--- src/rtl/dct_pkg.sv ---
package dct_pkg;
  localparam int NUM_CH = 2;

  typedef struct packed {
    logic enable;
    logic hold;
  } dct_ctrl_t;
endpackage

--- src/rtl/dct_estimator.sv ---
module dct_estimator #(
  parameter int W     = 16,
  parameter int SHIFT = 10,
  parameter int FRAC  = 10
) (
  input  logic                clk,
  input  logic                rst,
  input  logic                valid,
  input  logic                enable,
  input  logic                hold,
  input  logic signed [W-1:0] x,
  output logic signed [W-1:0] est
);
  localparam int AW = W + FRAC;
  localparam int DW = AW + 1;

  logic signed [AW-1:0] acc_q;
  logic                 upd;

  function automatic logic signed [AW-1:0] leak_step(
    input logic signed [AW-1:0] acc,
    input logic signed [W-1:0]  smp
  );
    logic signed [DW-1:0] diff;
    logic signed [DW-1:0] stepv;
    diff  = (DW'(smp) <<< FRAC) - DW'(acc);
    stepv = diff >>> SHIFT;
    return acc + AW'(stepv);
  endfunction

  assign upd = valid && enable && !hold;
  assign est = acc_q[AW-1:FRAC];

  always_ff @(posedge clk) begin
    if (rst) acc_q <= '0;
    else if (upd) acc_q <= leak_step(acc_q, x);
  end

  assert_reset_clears_R1: assert property (@(posedge clk)
    rst |=> acc_q == '0) else $error("estimate not cleared by reset");
  assert_hold_keeps_R4: assert property (@(posedge clk) disable iff (rst)
    hold |=> $stable(acc_q)) else $error("estimate moved while held");
  assert_bypass_keeps_R5: assert property (@(posedge clk) disable iff (rst)
    !enable |=> $stable(acc_q)) else $error("estimate moved while disabled");
  assert_idle_keeps_R7: assert property (@(posedge clk) disable iff (rst)
    !valid |=> $stable(acc_q)) else $error("estimate moved without valid");
endmodule

--- src/rtl/dct_out_stage.sv ---
module dct_out_stage #(
  parameter int W = 16
) (
  input  logic                clk,
  input  logic                rst,
  input  logic                valid,
  input  logic                enable,
  input  logic signed [W-1:0] x,
  input  logic signed [W-1:0] est,
  output logic signed [W-1:0] y
);
  localparam logic signed [W-1:0] MAXV = {1'b0, {(W-1){1'b1}}};
  localparam logic signed [W-1:0] MINV = {1'b1, {(W-1){1'b0}}};

  function automatic logic signed [W-1:0] sat_sub(
    input logic signed [W-1:0] a,
    input logic signed [W-1:0] b
  );
    logic signed [W:0] d;
    d = {a[W-1], a} - {b[W-1], b};
    if (d[W] != d[W-1]) return d[W] ? MINV : MAXV;
    return d[W-1:0];
  endfunction

  always_ff @(posedge clk) begin
    if (rst) y <= '0;
    else if (valid) y <= enable ? sat_sub(x, est) : x;
  end

  assert_bypass_passes_R5: assert property (@(posedge clk) disable iff (rst)
    (valid && !enable) |=> y == $past(x)) else $error("bypass altered sample");
  assert_no_wrap_pos_R6: assert property (@(posedge clk) disable iff (rst)
    (valid && enable && !x[W-1] && est[W-1]) |=> !y[W-1])
    else $error("positive difference wrapped");
  assert_no_wrap_neg_R6: assert property (@(posedge clk) disable iff (rst)
    (valid && enable && x[W-1] && !est[W-1]) |=> y[W-1])
    else $error("negative difference wrapped");
  assert_idle_holds_R7: assert property (@(posedge clk) disable iff (rst)
    !valid |=> $stable(y)) else $error("output changed without valid");
endmodule

--- src/rtl/dct_channel.sv ---
module dct_channel
  import dct_pkg::*;
#(
  parameter int W     = 16,
  parameter int SHIFT = 10,
  parameter int FRAC  = 10
) (
  input  logic                clk,
  input  logic                rst,
  input  logic                valid,
  input  dct_ctrl_t           ctl,
  input  logic signed [W-1:0] x,
  output logic signed [W-1:0] y
);
  logic signed [W-1:0] est;

  dct_estimator #(.W(W), .SHIFT(SHIFT), .FRAC(FRAC)) i_est (
    .clk(clk), .rst(rst), .valid(valid), .enable(ctl.enable),
    .hold(ctl.hold), .x(x), .est(est)
  );

  dct_out_stage #(.W(W)) i_out (
    .clk(clk), .rst(rst), .valid(valid), .enable(ctl.enable),
    .x(x), .est(est), .y(y)
  );
endmodule

--- src/rtl/dc_trim_stereo.sv ---
module dc_trim_stereo
  import dct_pkg::*;
#(
  parameter int W     = 16,
  parameter int SHIFT = 10,
  parameter int FRAC  = 10
) (
  input  logic         clk,
  input  logic         rst,
  input  logic         in_valid,
  input  logic [W-1:0] in_a,
  input  logic [W-1:0] in_b,
  input  logic         en_a,
  input  logic         en_b,
  input  logic         hold_a,
  input  logic         hold_b,
  output logic         out_valid,
  output logic [W-1:0] out_a,
  output logic [W-1:0] out_b
);
  logic signed [W-1:0] x_arr [NUM_CH];
  logic signed [W-1:0] y_arr [NUM_CH];
  dct_ctrl_t           ctl   [NUM_CH];

  assign x_arr[0] = in_a;
  assign x_arr[1] = in_b;
  assign ctl[0]   = '{enable: en_a, hold: hold_a};
  assign ctl[1]   = '{enable: en_b, hold: hold_b};
  assign out_a    = y_arr[0];
  assign out_b    = y_arr[1];

  for (genvar c = 0; c < NUM_CH; c++) begin : g_ch
    dct_channel #(.W(W), .SHIFT(SHIFT), .FRAC(FRAC)) i_ch (
      .clk(clk), .rst(rst), .valid(in_valid), .ctl(ctl[c]),
      .x(x_arr[c]), .y(y_arr[c])
    );
  end

  always_ff @(posedge clk) begin
    if (rst) out_valid <= 1'b0;
    else out_valid <= in_valid;
  end

  assert_valid_follows_R7: assert property (@(posedge clk) disable iff (rst)
    in_valid |=> out_valid) else $error("out_valid missing");
  assert_valid_quiet_R7: assert property (@(posedge clk) disable iff (rst)
    !in_valid |=> !out_valid) else $error("spurious out_valid");
endmodule

--- config.mk ---
export PLATFORM = sky130hd
export DESIGN_NAME = dc_trim_stereo
export DESIGN_NICKNAME = d
export VERILOG_FILES = /design/src/rtl/dct_pkg.sv /design/src/rtl/dct_estimator.sv /design/src/rtl/dct_out_stage.sv /design/src/rtl/dct_channel.sv /design/src/rtl/dc_trim_stereo.sv
export SDC_FILE = /design/constraint.sdc
export NUM_CORES = 1
export LEC_CHECK = 0
export ABC_AREA = 1
export BUFFER_PORTS_ARGS = -buffer_cell sky130_fd_sc_hd__buf_4
export CAP_MARGIN = 20
export CELL_PAD_IN_SITES_DETAIL_PLACEMENT = 1
export CELL_PAD_IN_SITES_GLOBAL_PLACEMENT = 2
export CORE_MARGIN = 4
export CORE_UTILIZATION = 36
export CTS_CLUSTER_DIAMETER = 80
export DETAILED_ROUTE_END_ITERATION = 8
export GPL_TIMING_DRIVEN = 0
export PLACE_DENSITY = 0.94
export REMOVE_ABC_BUFFERS = 1
export SLEW_MARGIN = 0
export SYNTH_ARGS = -nofsm -noshare
export SYNTH_HDL_FRONTEND = slang
export SYNTH_SLANG_ARGS = --single-unit
--- constraint.sdc ---
create_clock -name clk -period 5.6 [get_ports clk]
set_clock_uncertainty 0.05 [all_clocks]
set_input_delay 0.84 -clock clk [delete_from_list [all_inputs] [get_ports clk]]
set_output_delay 0.84 -clock clk [all_outputs]
set_load 0.05 [all_outputs]
==> flow_metrics.env, run 1 <==
export IMPL_hold_buffers=0
export IMPL_vias=10499
export IMPL_syn_area_um2=9770
export IMPL_timing_fmax_ghz=0.224
export IMPL_ctsLongestPathBuffers=2
export IMPL_grt_max_degree=72
export IMPL_grt_pass1_wl_um=54800
export IMPL_crit_path_start_kind="input port"
export IMPL_placed_area_um2=10600
export IMPL_total_power_uw=2890
export IMPL_syn2layout_area_growth_pct=11.9
export IMPL_clock_sinks=85
export IMPL_rows=60
export IMPL_die_area_um2=29800
export IMPL_cts_tree="built"
export IMPL_synth_compound_area_frac=0.165
export IMPL_ir_worst_vdd_mv=0.155
export IMPL_h_tree_depth=3
export IMPL_cts_inserted_buffers=9
export IMPL_clkSlewWorstSetupHoldPaths_ns=0.08
export IMPL_port_buffers=71
export IMPL_synth_top_area_cell="nand2_1"
export IMPL_min_path_cells=2
export IMPL_hpwl_um=27000
export IMPL_postCtsSetupBuffers=0
export IMPL_synthSimpleGateAreaFrac=0.362
export IMPL_ys_seq_area_frac=0.174
export IMPL_synthAdderAreaFrac=0.120
export IMPL_antenna_found_initial=0
export IMPL_synth_xor_area_frac=0.0574
export IMPL_crit_fanout=7
export IMPL_dp_cells=2025
export IMPL_initial_utilization=0.365
export IMPL_yosysWarnings=0
export IMPL_grtUsageTotal=0.221
export IMPL_vias_per_cell=5.14
export IMPL_tightest_slew_ns=0.992
export IMPL_powerDensity_nw_per_um2=264
export IMPL_routed_wl_um=33400
export IMPL_worst_slack_ns=1.13
export IMPL_slew_headroom=0.338
export IMPL_remaining_drc_errors=0
export IMPL_synthMuxAreaShare=0
export IMPL_static_leakage_power_uw=0.00574
export IMPL_nNetsFinal=1825
export IMPL_worstSetupPathType="in -> reg"
export IMPL_cts_root_buffer="clkbuf_16"
export IMPL_crit_required_ns=5.81
export IMPL_stdcell_count=2041
export IMPL_holdCritPathClass="reg -> reg"
export IMPL_hold_viol=0
export IMPL_rr_worst_depth=17
export IMPL_avgRoutedWirePerCell_um=16.4
export IMPL_antennaDiodeCount=0
export IMPL_status="completed"
export IMPL_firstDrtPassIters=5
export IMPL_period_needed_ns=4.47
export IMPL_cp_end_kind="flop"
export IMPL_synth_top_area_frac=0.181
export IMPL_synth_area_leaders="nand2_1 (18%), dfxtp_1 (17%), ha_1 (11%)"
export IMPL_cap_violations=0
export IMPL_synth_top_family_by_area="simple AND/OR/NAND/NOR gates"
export IMPL_drt_initial_drc_count=563
export IMPL_post_route_util=0.408
export IMPL_avgSynthCellArea_um2=5.91
export IMPL_ctsResizeCount=0
export IMPL_fill_cells=3679
export IMPL_die_w_um=173
export IMPL_ys_ff_latch=85
export IMPL_cp_arrival_ns=4.68
export IMPL_core_area_um2=26800
export IMPL_setup_viol=0
export IMPL_insertion_delay_ns=0.36
export IMPL_final_area_um2=10900
export IMPL_fp_dieH_um=173
export IMPL_syn_inst=1653
export IMPL_yosysUniqueCellTypes=44
export IMPL_rsz0062_at_grt="false"
export IMPL_pre_cts_ws_ns=0.940
export IMPL_slew_violations=0
export IMPL_grt_pass1_vias=10756
export IMPL_io_pins=72
export IMPL_fin_crit_sh=0.798
export IMPL_grt_remaining_overflow=0
export IMPL_place_congestion=0.901
export IMPL_ant_nets=0
export IMPL_drive_above_1_share=0.101
## through the flow
step	setup TNS (ns)	hold WS [ns]
final	0	0.419
after CTS	0	0.421
after global placement	-14.31	0.403
after floorplan	0	0.399
after global routing	0	0.432
after detailed placement	0	0.409
## placed cells by master, fill, tap and decap left out, drive strengths merged
cell type	Yosys	routed
a31oi	4	4
nor2	175	175
ha	87	87
a21oi	156	156
nand2b	1	1
xnor2	15	15
nand3	122	122
a21boi	6	6
xor2	49	49
nor4	2	2
a211oi	2	2
a21o	7	7
a31o	1	1
o31ai	2	2
clkbuf	23	11
nand3b	1	1
clkinvlp	0	1
or2	3	3
o21a	4	4
and2	1	1
nor3	14	14
clkinv	2	3
fa	4	4
buf	20	74
o21ai	77	77
nand2	499	499
o21bai	11	11
nand4	19	19
dfxtp	85	85
bufinv	0	3
inv	254	254
o211ai	7	7
## power by group
| part | switching, µW | leakage [µW] | total (µW) | internal (µW) |
|---|---|---|---|---|
| Clock | 301 | 0.000172 | 763 | 463 |
| Combinational | 982 | 0.00487 | 1450 | 465 |
| Sequential | 28.8 | 0.000698 | 678 | 649 |
| Total | 1310 | 0.00574 | 2890 | 1580 |
## critical path, cell delays in order
cell,delay [ns]
buf_4,0.13
ha_1,0.42
a21oi_4,0.21
a21boi_0,0.46
o21ai_0,0.26
xor2_1,0.49
ha_1,0.40
a21oi_1,0.18
a21boi_0,0.47
o21ai_1,0.26
a21boi_0,0.27
or2_1,0.14
nand3_1,0.06
nand2_1,0.06
inv_1,0.04
## layer usage
metal	routed length (µm)	GRT usage	vias to the layer above
met5	0	0	-
met4	618	0.0565	0
met2	14500	0.354	146
li1	-	-	5350
met1	17100	0.318	4965
met3	1130	0.0238	38
## cells by family after synthesis
family                   Yosys count
AO/OA/AOI/OAI                    277
XOR/XNOR                          64
adder cells (fa/ha/maj)           91
buffers and inverters            299
flip-flops                        85
AND/OR/NAND/NOR                  837
## path summary, 6_finish.rpt
path,end,from,slack [ns]
max reg2reg,g_ch[0].i_ch.i_est.acc_q[18],g_ch[0].i_ch.i_est.acc_q[4],1.18
min reg2reg,g_ch[1].i_ch.i_out.y[7],g_ch[1].i_ch.i_out.y[7],0.42
min,g_ch[1].i_ch.i_out.y[7],g_ch[1].i_ch.i_out.y[7],0.42
max,g_ch[0].i_ch.i_est.acc_q[18],in_a[2],1.13
## cells in the mapped netlist, drive strengths merged
| cell | number |
|---|---|
| nand2 | 499 |
| ha | 87 |
| a31o | 1 |
| o211ai | 7 |
| xor2 | 49 |
| nor4 | 2 |
| and2 | 1 |
| clkinv | 2 |
| a31oi | 4 |
| o21bai | 11 |
| nand4 | 19 |
| o31ai | 2 |
| nand3 | 122 |
| dfxtp | 85 |
| buf | 20 |
| a21boi | 6 |
| a211oi | 2 |
| o21a | 4 |
| a21o | 7 |
| nand3b | 1 |
| nor3 | 14 |
| or2 | 3 |
| nor2 | 175 |
| inv | 254 |
| xnor2 | 15 |
| a21oi | 156 |
| o21ai | 77 |
| fa | 4 |
| clkbuf | 23 |
| nand2b | 1 |
## flip-flops by register name (all words and copies together), names as in the netlist
register / flops
g_ch.i_ch.i_out.y: 32
g_ch.i_ch.i_est.acc_q: 52
out_valid: 1
## final cells by class
type / instances / area (µm²) / share of cell area
clock inverter: 5 / 106 / 0.00973
clock buffer: 11 / 253 / 0.0231
multi-input combinational: 1269 / 6890 / 0.630
inverter: 256 / 961 / 0.0879
sequential: 85 / 1700 / 0.156
timing repair buffer: 74 / 596 / 0.0545
tap: 341 / 427 / 0.0390
Power figures use the tool's default switching activity.
==> inputs of run 2 (changes only) <==
--- a/config.mk
+++ b/config.mk
@@ -11,11 +11,11 @@
 export CELL_PAD_IN_SITES_DETAIL_PLACEMENT = 1
 export CELL_PAD_IN_SITES_GLOBAL_PLACEMENT = 2
 export CORE_MARGIN = 4
-export CORE_UTILIZATION = 36
+export CORE_UTILIZATION = 30
 export CTS_CLUSTER_DIAMETER = 80
 export DETAILED_ROUTE_END_ITERATION = 8
 export GPL_TIMING_DRIVEN = 0
-export PLACE_DENSITY = 0.94
+export PLACE_DENSITY = 0.84
 export REMOVE_ABC_BUFFERS = 1
 export SLEW_MARGIN = 0
 export SYNTH_ARGS = -nofsm -noshare
==> constraint.sdc (replaced) <==
create_clock -name clk -period 3.9 [get_ports clk]
set_clock_uncertainty 0.05 [all_clocks]
set_input_delay 0.585 -clock clk [delete_from_list [all_inputs] [get_ports clk]]
set_output_delay 0.585 -clock clk [all_outputs]
set_load 0.05 [all_outputs]
==> flow_metrics.env, run 2 (synthesis gave the netlist of run 1 again) <==
export IMPL_regMostFlops="g_ch.i_ch.i_est.acc_q"
export IMPL_critPathTopFamily="simple AND/OR/NAND/NOR gates"
export IMPL_p_sw_uw=1970
export IMPL_core_area_um2=31900
export IMPL_cap_violations=0
export IMPL_p_clk_frac=0.246
export IMPL_grt_pass1_vias=10478
export IMPL_drt_initial_drc_count=485
export IMPL_cts_tree="built"
export IMPL_total_power_uw=4210
export IMPL_cp_common_cell="nand2_1"
export IMPL_final_common_cell="nand2_1"
export IMPL_rows=65
export IMPL_rsz0062_at_grt="true"
export IMPL_cts_root_buffer="clkbuf_16"
export IMPL_timing_fmax_ghz=0.271
export IMPL_crit_required_ns=4.17
export IMPL_insertion_delay_ns=0.37
export IMPL_ctsLongestPathBuffers=2
export IMPL_firstDrtPassIters=4
export IMPL_nNetsFinal=1831
export IMPL_hpwl_um=27700
export IMPL_grt_pass1_wl_um=55900
export IMPL_placed_area_um2=10700
export IMPL_crit_fanout=5
export IMPL_reg_top3="g_ch.i_ch.i_est.acc_q x52, g_ch.i_ch.i_out.y x32, out_valid x1"
export IMPL_syn2layout_area_growth_pct=16.4
export IMPL_vias_per_cell=4.88
export IMPL_h_tree_depth=3
export IMPL_cp_num_buf_inv=1
export IMPL_port_buffers=71
export IMPL_grt_max_degree=72
export IMPL_holdCritPathClass="reg -> reg"
export IMPL_cp_arrival_ns=3.96
export IMPL_ir_worst_vdd_mv=0.179
export IMPL_p_int_uw=2240
export IMPL_fin_crit_sh=0.946
export IMPL_comb_power_share=0.522
export IMPL_place_congestion=0.877
export IMPL_setup_viol=0
export IMPL_grt_remaining_overflow=0
export IMPL_crit_path_start_kind="flop"
export IMPL_grtUsageTotal=0.194
export IMPL_routed_wl_um=34900
export IMPL_max_stage_delay_ns=0.40
export IMPL_drive_above_1_share=0.144
export IMPL_worstSetupPathType="reg -> reg"
export IMPL_clock_sinks=85
export IMPL_die_area_um2=35500
export IMPL_ant_nets=0
export IMPL_status="completed"
export IMPL_slew_headroom=0.357
export IMPL_fp_dieH_um=188
export IMPL_slew_violations=0
export IMPL_hold_buffers=0
export IMPL_cp_end_kind="flop"
export IMPL_initial_utilization=0.307
export IMPL_final_area_um2=11400
export IMPL_antennaDiodeCount=0
export IMPL_critPathSlowestCell="ha_1"
export IMPL_tightest_slew_ns=0.965
export IMPL_avgRoutedWirePerCell_um=16.3
export IMPL_vias=10450
export IMPL_powerDensity_nw_per_um2=370
export IMPL_remaining_drc_errors=0
export IMPL_cts_inserted_buffers=9
export IMPL_hold_viol=0
export IMPL_seqPwrFrac=0.232
export IMPL_antenna_found_initial=0
export IMPL_static_leakage_power_uw=0.00580
export IMPL_largest_reg_flops=52
export IMPL_pre_cts_ws_ns=-0.576
export IMPL_worst_slack_ns=0.211
export IMPL_die_w_um=188
export IMPL_period_needed_ns=3.69
export IMPL_final_cell_mix="nand2_1 (469), inv_1 (244), nor2_1 (164)"
export IMPL_worstPathCellList="nor2_1 -> nand4_1 -> nor2_4 -> nand2_1 -> nand2_1 -> a21oi_1 -> o21bai_2 -> nand2_1 -> nand3_1 -> nand2_1 -> ha_1 -> nand2_1 -> nor2_1 -> nand4_1 -> o21ai_2 -> a21boi_0 -> or2_1 -> nand3_1 -> nand2_1 -> inv_1"
export IMPL_io_pins=72
export IMPL_clkSlewWorstSetupHoldPaths_ns=0.08
export IMPL_switching_share=0.468
[run 2: cell types whose count changed in the layout (fill, tap and decap cells not counted), sizes merged]
cell	before	now
buf	74	80
clkinvlp	1	2
bufinv	3	2
[run 2: tightest hold or removal path: cells and delay by family, from the launching register on]
family	cells	cell delay (ns)
AND/OR/NAND/NOR	1	0.06
flip-flops	1	0.31
AO/OA/AOI/OAI	1	0.05
[run 2: stage by stage]
stage	cells	utilization	TNS (ns)	hold WS, ns
after floorplan	1610	-	0	0.399
after global routing	2141	0.357	-0.0220	0.446
after CTS	2135	0.346	-0.0229	0.420
after detailed placement	2119	0.335	-10.14	0.407
after global placement	2116	0.333	-66.15	0.403
final	2141	0.357	0	0.416
[run 2: metal layers]
layer / vias up / GRT usage / share of wire
met5: - / 0 / 0
met4: 0 / 0.0328 / 0.0084
met3: 16 / 0.0224 / 0.031
met2: 115 / 0.309 / 0.43
met1: 4962 / 0.286 / 0.53
li1: 5357 / - / -
[run 2: repair_timing]
item,CTS,global route
pin swaps,0,11
buffers inserted,0,6
resized for setup,10,83
endpoints found under the setup margin,25,33
[run 2: layout make-up]
type | instances | area (µm²)
clock buffers | 11 | 243
clock inverters | 5 | 83.8
fillers | 4265 | 20500
inverters | 256 | 961
multi-input cells | 1269 | 7210
flip-flops and latches | 85 | 1710
well taps | 435 | 544
repair buffers | 80 | 628
[run 2: worst paths after layout]
check	start	to	slack, ns	cells past startpoint
setup / recovery	g_ch[0].i_ch.i_est.acc_q[4]	g_ch[0].i_ch.i_est.acc_q[18]	0.21	20
hold / removal	g_ch[1].i_ch.i_out.y[8]	g_ch[1].i_ch.i_out.y[8]	0.42	2
setup reg to reg	g_ch[0].i_ch.i_est.acc_q[4]	g_ch[0].i_ch.i_est.acc_q[18]	0.21	20
hold reg to reg	g_ch[1].i_ch.i_out.y[8]	g_ch[1].i_ch.i_out.y[8]	0.42	2
[run 2: power groups by stage]
stage	Clock, µW	Sequential, µW	Combinational (µW)
floorplan	0	1090	1360
global placement	0	992	2020
detailed placement	0	995	2060
CTS	1060	975	2090
global route	1090	984	2440
finish	1030	975	2200
